[config.mk]
export PLATFORM = sky130hd
export DESIGN_NAME = sig_lfsr_div
export DESIGN_NICKNAME = d
export VERILOG_FILES = /design/src/rtl/sig_pkg.sv /design/src/rtl/sig_rst_sync.sv /design/src/rtl/sig_shift_core.sv /design/src/rtl/sig_match.sv /design/src/rtl/sig_lfsr_div.sv
export SDC_FILE = /design/constraint.sdc
export NUM_CORES = 1
export LEC_CHECK = 0
export BUFFER_PORTS_ARGS = -buffer_cell sky130_fd_sc_hd__buf_2
export CORE_MARGIN = 5
export CORE_UTILIZATION = 49
export CTS_CLUSTER_DIAMETER = 60
export DETAILED_ROUTE_END_ITERATION = 10
export GPL_TIMING_DRIVEN = 0
export MAX_ROUTING_LAYER = met4
export PLACE_DENSITY = 0.76
export SETUP_SLACK_MARGIN = 0.2
export SYNTH_ARGS = -nofsm -noshare
export SYNTH_HDL_FRONTEND = slang
export SYNTH_SLANG_ARGS = --single-unit
[constraint.sdc]
create_clock -name clk -period 0.98 [get_ports clk]
set_input_delay 0.245 -clock clk [delete_from_list [all_inputs] [get_ports clk]]
set_output_delay 0.245 -clock clk [all_outputs]
set_load 0.05 [all_outputs]
[src/rtl/sig_pkg.sv]
package sig_pkg;
  typedef struct packed {
    logic vld;
    logic pass;
  } match_t;
endpackage

[src/rtl/sig_rst_sync.sv]
module sig_rst_sync (
  input  logic clk,
  input  logic rst_n,
  output logic rst_sync_n
);
  logic [1:0] stage_q;
  logic [1:0] stage_d;

  always_comb begin
    stage_d = {stage_q[0], 1'b1};
  end

  always_ff @(posedge clk or negedge rst_n) begin
    if (!rst_n) stage_q <= '0;
    else        stage_q <= stage_d;
  end

  assign rst_sync_n = stage_q[1];
endmodule

[src/rtl/sig_shift_core.sv]
module sig_shift_core #(
  parameter int            W    = 16,
  parameter logic [W-1:0]  TAPS = 16'h8005
) (
  input  logic         clk,
  input  logic         rst_n,
  input  logic         clr,
  input  logic         en,
  input  logic         din,
  output logic [W-1:0] state_q
);
  logic         fb;
  logic [W-1:0] shifted;
  logic [W-1:0] state_d;

  assign fb = state_q[W-1];

  // per-cell next value: previous cell (or serial input) plus optional feedback
  for (genvar i = 0; i < W; i++) begin : g_cell
    if (i == 0) begin : g_head
      assign shifted[i] = din ^ (TAPS[i] & fb);
    end else begin : g_body
      assign shifted[i] = state_q[i-1] ^ (TAPS[i] & fb);
    end
  end

  always_comb begin
    state_d = state_q;
    if (clr)     state_d = '0;
    else if (en) state_d = shifted;
  end

  always_ff @(posedge clk or negedge rst_n) begin
    if (!rst_n) state_q <= '0;
    else        state_q <= state_d;
  end
endmodule

[src/rtl/sig_match.sv]
module sig_match #(
  parameter int           W      = 16,
  parameter logic [W-1:0] EXPECT = '0
) (
  input  logic            clk,
  input  logic            rst_n,
  input  logic            clr,
  input  logic            chk,
  input  logic [W-1:0]    sig,
  output sig_pkg::match_t res_q
);
  sig_pkg::match_t res_d;

  always_comb begin
    res_d     = res_q;
    res_d.vld = 1'b0;
    if (clr) begin
      res_d = '0;
    end else if (chk) begin
      res_d.vld  = 1'b1;
      res_d.pass = (sig == EXPECT);
    end
  end

  always_ff @(posedge clk or negedge rst_n) begin
    if (!rst_n) res_q <= '0;
    else        res_q <= res_d;
  end
endmodule

[src/rtl/sig_lfsr_div.sv]
module sig_lfsr_div #(
  parameter int               WIDTH  = 16,
  parameter logic [WIDTH-1:0] TAPS   = 16'h8005,
  parameter logic [WIDTH-1:0] EXPECT = '0
) (
  input  logic             clk,
  input  logic             rst_n,
  input  logic             clr,
  input  logic             en,
  input  logic             din,
  input  logic             chk,
  output logic             qout,
  output logic [WIDTH-1:0] sig,
  output logic             vld,
  output logic             pass
);
  logic            core_rst_n;
  logic [WIDTH-1:0] state;
  sig_pkg::match_t  res;

  sig_rst_sync u_rst (
    .clk        (clk),
    .rst_n      (rst_n),
    .rst_sync_n (core_rst_n)
  );

  sig_shift_core #(.W(WIDTH), .TAPS(TAPS)) u_core (
    .clk     (clk),
    .rst_n   (core_rst_n),
    .clr     (clr),
    .en      (en),
    .din     (din),
    .state_q (state)
  );

  sig_match #(.W(WIDTH), .EXPECT(EXPECT)) u_match (
    .clk   (clk),
    .rst_n (core_rst_n),
    .clr   (clr),
    .chk   (chk),
    .sig   (state),
    .res_q (res)
  );

  assign sig  = state;
  assign qout = state[WIDTH-1];
  assign vld  = res.vld;
  assign pass = res.pass;
endmodule

After elaboration in Yosys (flattened, before gate mapping)

Cells that the tools add are included.

Register bits after elaboration: 20
Word-level logic and storage cells: 14

Mux-type cells: 4
Bitwise operators: 3
Reduce and logical (&&, ||, !) cells: 3

Operator list:

| cell               | number |
|---|---|
| 16-bit 2-to-1 mux  | 2 |
| 16-bit logical NOT | 1 |
| 2-bit 2-to-1 mux   | 2 |
| 2-bit nonzero test | 2 |
| 1-bit bitwise XOR  | 3 |

Logic depth before layout (Yosys ltp)

Word-level depth: 3
Gate-level depth with buffers: 5
Depth with buffers taken out: 5

Cells and area by module

From an unflattened synthesis, not the netlist that was laid out.

Cell total of the unflattened synthesis: 69
Area total of the unflattened synthesis: 860.8 um2

Modules (own cells, without submodules):

| module         | instances | cells each | area an instance (um2) | seq. area each (um2) |
|---|---|---|---|---|
| sig_shift_core | 1         | 55         | 698.2                  | 400.4 |
| sig_match      | 1         | 10         | 101.3                  | 50.0 |
| sig_rst_sync   | 1         | 3          | 53.8                   | 50.0 |
| sig_lfsr_div   | 1         | 1          | 7.5                    | 0.0 |

Least setup slack after synthesis

OpenSTA, ideal clock, no wires.

Path kind: reg-to-reg
Start: register u_core.state_q[15]
End: register u_match.res_q[0] (netlist bit)
Setup time: 122 ps
Arrival: 1281 ps
Data required time: 858 ps
Slack: -423 ps
Cell stages (with the launch flop): 6
Buffers on the path: 0
Cells stage by stage: dfrtp_1 > inv_1 > ha_1 > nor4b_2 > nand4_1 > o21ai_1

Longest elaborated chain between the ends: 3

Ends and longest elaborated chain:

| what                   | line                 | source |
|---|---|---|
| from (decl)            | sig_shift_core.sv:10 | `output logic [W-1:0] state_q` |
| from (signal assigned) | sig_shift_core.sv:35 | `else state_q <= state_d;` |
| 16-bit logical NOT     | sig_match.sv:21      | `res_d.pass = (sig == EXPECT);` |
| 2-bit 2-to-1 mux       | sig_match.sv:19      | `end else if (chk) begin` |
| 2-bit 2-to-1 mux       | sig_match.sv:17      | `if (clr) begin` |
| to (signal assigned)   | sig_match.sv:27      | `else res_q <= res_d;` |
| to (decl)              | sig_match.sv:10      | `output sig_pkg::match_t res_q` |

Every way passes these cells. The select of a mux whose other input is x is not followed.
A chain may end at the register's enable or synchronous reset.

Worst setup path in the final report

Start: register u_core.state_q[15]
End: output sig[15]

RTL lines:

| what      | line               | source |
|---|---|---|
| to (decl) | sig_lfsr_div.sv:13 | `output logic [WIDTH-1:0] sig,` |

No word-level cell between the ends.

==> run summary <==
The data required time at the worst endpoint came out at 0.73 ns. The number of antenna diodes is 0. The effective utilization at floorplan is between 50% and 60%. The post-placement cell area is 1050 um^2. The number of nets in the synthesized netlist came out at between 70 and 80. At the end of routability-driven placement, the weighted congestion stood at about 0.73. In this run, flip-flops and latches consume about 58% of the power.

Across the routed clock network, the largest skew measured is between 0.008 and 0.009 ns. The remaining global-route overflow came out at 0. In the finished design, the share of the clock period the worst path needs comes to 128%. After clock tree synthesis, the clock-pin slew on the worst setup and hold paths is between 0.1 and 0.15 ns. The post-synthesis cell count is 72. For this run, the number of Yosys warnings is 0.

The main combinational cell family by area after synthesis is multiplexers. The count of final setup violators came out at 23. The endpoint kind of the worst setup timing path is an output port.

The detail-routed net length per standard cell came out at 15.3 um. The total routing usage reported by global routing came out at between 10% and 20%. The largest net degree at the start of global routing is 19. The initial antenna violation count is 0. The total number of vias is 671. Sorting the synthesized cells by area gives the leading types as sky130_fd_sc_hd__dfrtp_1 57%, sky130_fd_sc_hd__mux2i_1 16%, sky130_fd_sc_hd__nor2_1 6.4%, sky130_fd_sc_hd__a211oi_2 2.8%, sky130_fd_sc_hd__buf_12 2.3%. The post-synthesis adder-cell area fraction came out at 1.42%. The number of hold violations in the final report is 0.

The worst setup path is launched from a flip-flop. The most critical setup path has its startpoint at u_core.state_q[15]. The die is around 52 um wide. The critical path is of the flip-flop to output port type. The longest clock path from root to sink contains 2 buffers.

The post-synthesis cell type with the largest combined area is sky130_fd_sc_hd__dfrtp_1. The netlist uses 20 different library cells. The signed area change from the synthesized netlist to the final layout is 59.6%. For this block, the routed nets add up to ~2.1 mm of wire. Before CTS, the worst setup slack after placement is -0.249 ns. Setup repair after global routing could not meet its margin everywhere. The number of top-level pins came out at 25. The worst hold path belongs to the class flip-flop to asynchronous set/reset pin. The count of nets left with antenna violations once routing finished came out at 0.

The simple-gate share of the synthesized area came out at between 10 and 15%. The startpoint identified for the worst register-to-register timing path is u_core.state_q[15]. Counting every sink on the clock net gives 20.

TritonCTS built the clock tree. The power per cell area came out at 1070 nW/um^2. In this run, synthesis produced a sequential element count of 20. The final worst setup slack is -0.278 ns. The clock latency on the worst-skew pair came out at approximately 0.30 ns.

The checks that failed: negative setup slack. Including well taps, the total number of placed cells is between 100 and 150. The number of max-cap violations is 0.

The final routed DRC violation total is 0. The data arrival at the endpoint of the critical path came out at around 1.0 ns. Summing all non-filler instances in the final layout gives an area of roughly 1400 um^2. The first-pass GRT wire length came out at roughly 3.2 mm. The max-slew violation count is 0.

In this run the clock root is driven by a sky130_fd_sc_hd__clkbuf_4. The number of global-route vias before repair came out at 700. For this design the static power due to leakage is ~0.67 nW. The top cell type's share of synthesized area is 56.7%.

The area of the core region is about 1700 um^2. The post-synthesis average cell area is roughly 12 um^2. Of the total synthesized cell area, the portion taken by XOR and XNOR cells is 1.99%. The number of placement rows came out at 15. The minimum period implied by the final worst setup slack is ~1.3 ns. Port buffering added 22 buffers. The net switching power is roughly 0.40 mW.

In this run, the combinational gates consume about 15% of the power. Based on the critical path, the design can be clocked at up to 795 MHz. The die outline height is ~52 um.

In the routed layout, each cell is associated on average with a via count of just under 5. The switching power as a share of total power came out at between 20% and 30%. The count of routing violations after the opening detailed-route iteration is 10. The portion of netlist area occupied by mux cells came out at between 10% and 20%.

The flow ran to the end, but the final reports show violations. After the flow finishes, the layout carries non-filler instances totaling about 140. The internal power came out at ~1.1 mW.

The HPWL after detailed placement came out at between 1 and 1.5 mm. The peak fanout along the critical path is 5. The area of the die came out at ~2700 um^2. Before antenna repair, the detailed router went through 4 iterations. The sequential-to-total area share from yosys stat came out at approximately 57%.

The final layout net count is ~120. The minimum hold slack is between 0.15 and 0.2 ns. Across the VDD grid, the largest voltage drop is around 1100 uV. The synthesized-area fraction occupied by ao, oa, aoi and oai cells is 3.40%. The number of clock buffers inserted by TritonCTS is 3.

The number of H-tree levels came out at 1. The netlist area before placement came out at around 880 um^2. The post-route netlist has between 60% and 70% of its cells at a drive strength greater than 1. The design draws roughly 1.5 mW. The portion of total power attributed to the clock network came out at between 20% and 30%.
==> per-layer routing <==
layer  GRT usage, %  part of all wire (%)  vias to the layer above
met2           29.3                    53                       20
li1               -                     -                      323
met4           6.81                  0.80                        0
met3           2.85                   4.1                        2
met1           19.6                    42                      326
met5              -                     0                        -
==> synth_stat cells <==
library cell,number
sky130_fd_sc_hd__a211oi_2,2
sky130_fd_sc_hd__buf_12,1
sky130_fd_sc_hd__buf_2,2
sky130_fd_sc_hd__buf_4,1
sky130_fd_sc_hd__buf_6,1
sky130_fd_sc_hd__conb_1,1
sky130_fd_sc_hd__dfrtp_1,20
sky130_fd_sc_hd__ha_1,1
sky130_fd_sc_hd__inv_1,2
sky130_fd_sc_hd__mux2i_1,14
sky130_fd_sc_hd__nand2_1,1
sky130_fd_sc_hd__nand4_1,1
sky130_fd_sc_hd__nor2_1,15
sky130_fd_sc_hd__nor2_2,2
sky130_fd_sc_hd__nor2b_2,1
sky130_fd_sc_hd__nor4_1,2
sky130_fd_sc_hd__nor4b_2,1
sky130_fd_sc_hd__o21ai_1,1
sky130_fd_sc_hd__or3_1,1
sky130_fd_sc_hd__xnor2_1,2
==> placed cells by master (no fill, tap or decap) <==
master,count
sky130_fd_sc_hd__a211oi_2,2
sky130_fd_sc_hd__buf_12,2
sky130_fd_sc_hd__buf_2,6
sky130_fd_sc_hd__buf_4,3
sky130_fd_sc_hd__buf_6,28
sky130_fd_sc_hd__buf_8,2
sky130_fd_sc_hd__clkbuf_1,1
sky130_fd_sc_hd__clkbuf_4,3
sky130_fd_sc_hd__conb_1,1
sky130_fd_sc_hd__dfrtp_1,2
sky130_fd_sc_hd__dfrtp_2,18
sky130_fd_sc_hd__dlygate4sd3_1,1
sky130_fd_sc_hd__ha_4,1
sky130_fd_sc_hd__inv_2,2
sky130_fd_sc_hd__mux2i_1,13
sky130_fd_sc_hd__mux2i_2,1
sky130_fd_sc_hd__nand2_1,1
sky130_fd_sc_hd__nand4_1,1
sky130_fd_sc_hd__nor2_1,15
sky130_fd_sc_hd__nor2_2,2
sky130_fd_sc_hd__nor2b_2,1
sky130_fd_sc_hd__nor4_1,1
sky130_fd_sc_hd__nor4_2,1
sky130_fd_sc_hd__nor4b_4,1
sky130_fd_sc_hd__o21ai_1,1
sky130_fd_sc_hd__or3_1,1
sky130_fd_sc_hd__xnor2_2,2
==> through the flow <==
stage	utilization [%]	TNS, ns
final	81.5	-3.79
after global placement	61.0	-0.274
after CTS	76.6	-3.49
after detailed placement	61.0	-0.354
after floorplan	-	-0.482
after global routing	81.5	-4.59
==> power groups by stage <==
stage / clock, mW / combinational (mW) / sequential (mW)
2_1_floorplan: 0 / 0.0836 / 0.936
3_3_place_gp: 0 / 0.171 / 0.888
3_5_place_dp: 0 / 0.173 / 0.888
4_1_cts: 0.408 / 0.215 / 0.871
5_1_grt: 0.453 / 0.238 / 0.877
6_report: 0.411 / 0.226 / 0.872
==> registers in the layout, indices dropped and copies added (netlist names) <==
| name | cells |
|---|---|
| u_core.state_q | 16 |
| u_match.res_q | 2 |
| u_rst.stage_q | 2 |
==> area by class of cell <==
type	count	area, um^2
Buffer	5	61.3
Clock buffer	4	26.3
Fill cell	92	319
Inverter	2	7.51
Multi-Input combinational cell	45	372
Sequential cell	20	523
Tap cell	25	31.3
Timing Repair Buffer	37	387
==> critical path, stage by stage, from the launching register on <==
cell and delay, ns:
sky130_fd_sc_hd__dfrtp_2 0.46, sky130_fd_sc_hd__buf_6 0.13, sky130_fd_sc_hd__buf_8 0.14
==> cell families (layout without fill, tap and decap cells) <==
family	after synthesis	after routing
muxes	14	14
adders and majority gates	1	1
xor gates and xnor gates	2	2
and+or+nand+nor	24	24
buffers and inverters	7	48
DFF	20	20
AOI/OAI and AO/OA	3	3
other	1	1
==> path summary, 6_finish.rpt <==
path / end / slack, ns / cells after the start
min in group clk: u_match.res_q[0] / 0.20 / 4
max in group asynchronous: u_core.state_q[3] / 0.48 / 0
worst max-delay path: sig[15] / -0.28 / 2
worst max register to register: u_match.res_q[0] / -0.23 / 5
worst min register to register: u_core.state_q[11] / 0.19 / 0
worst min-delay path: u_core.state_q[11] / 0.19 / 0
==> timing repair <==
action | CTS | global route
setup buffers | 10 | 4
resized for setup | 44 | 14
hold buffers | 1 | 0
hold endpoints to repair | 2 | 0
pin swaps | 5 | 9
setup endpoints to repair | 41 | 36
(Power assumes the default switching activity.)
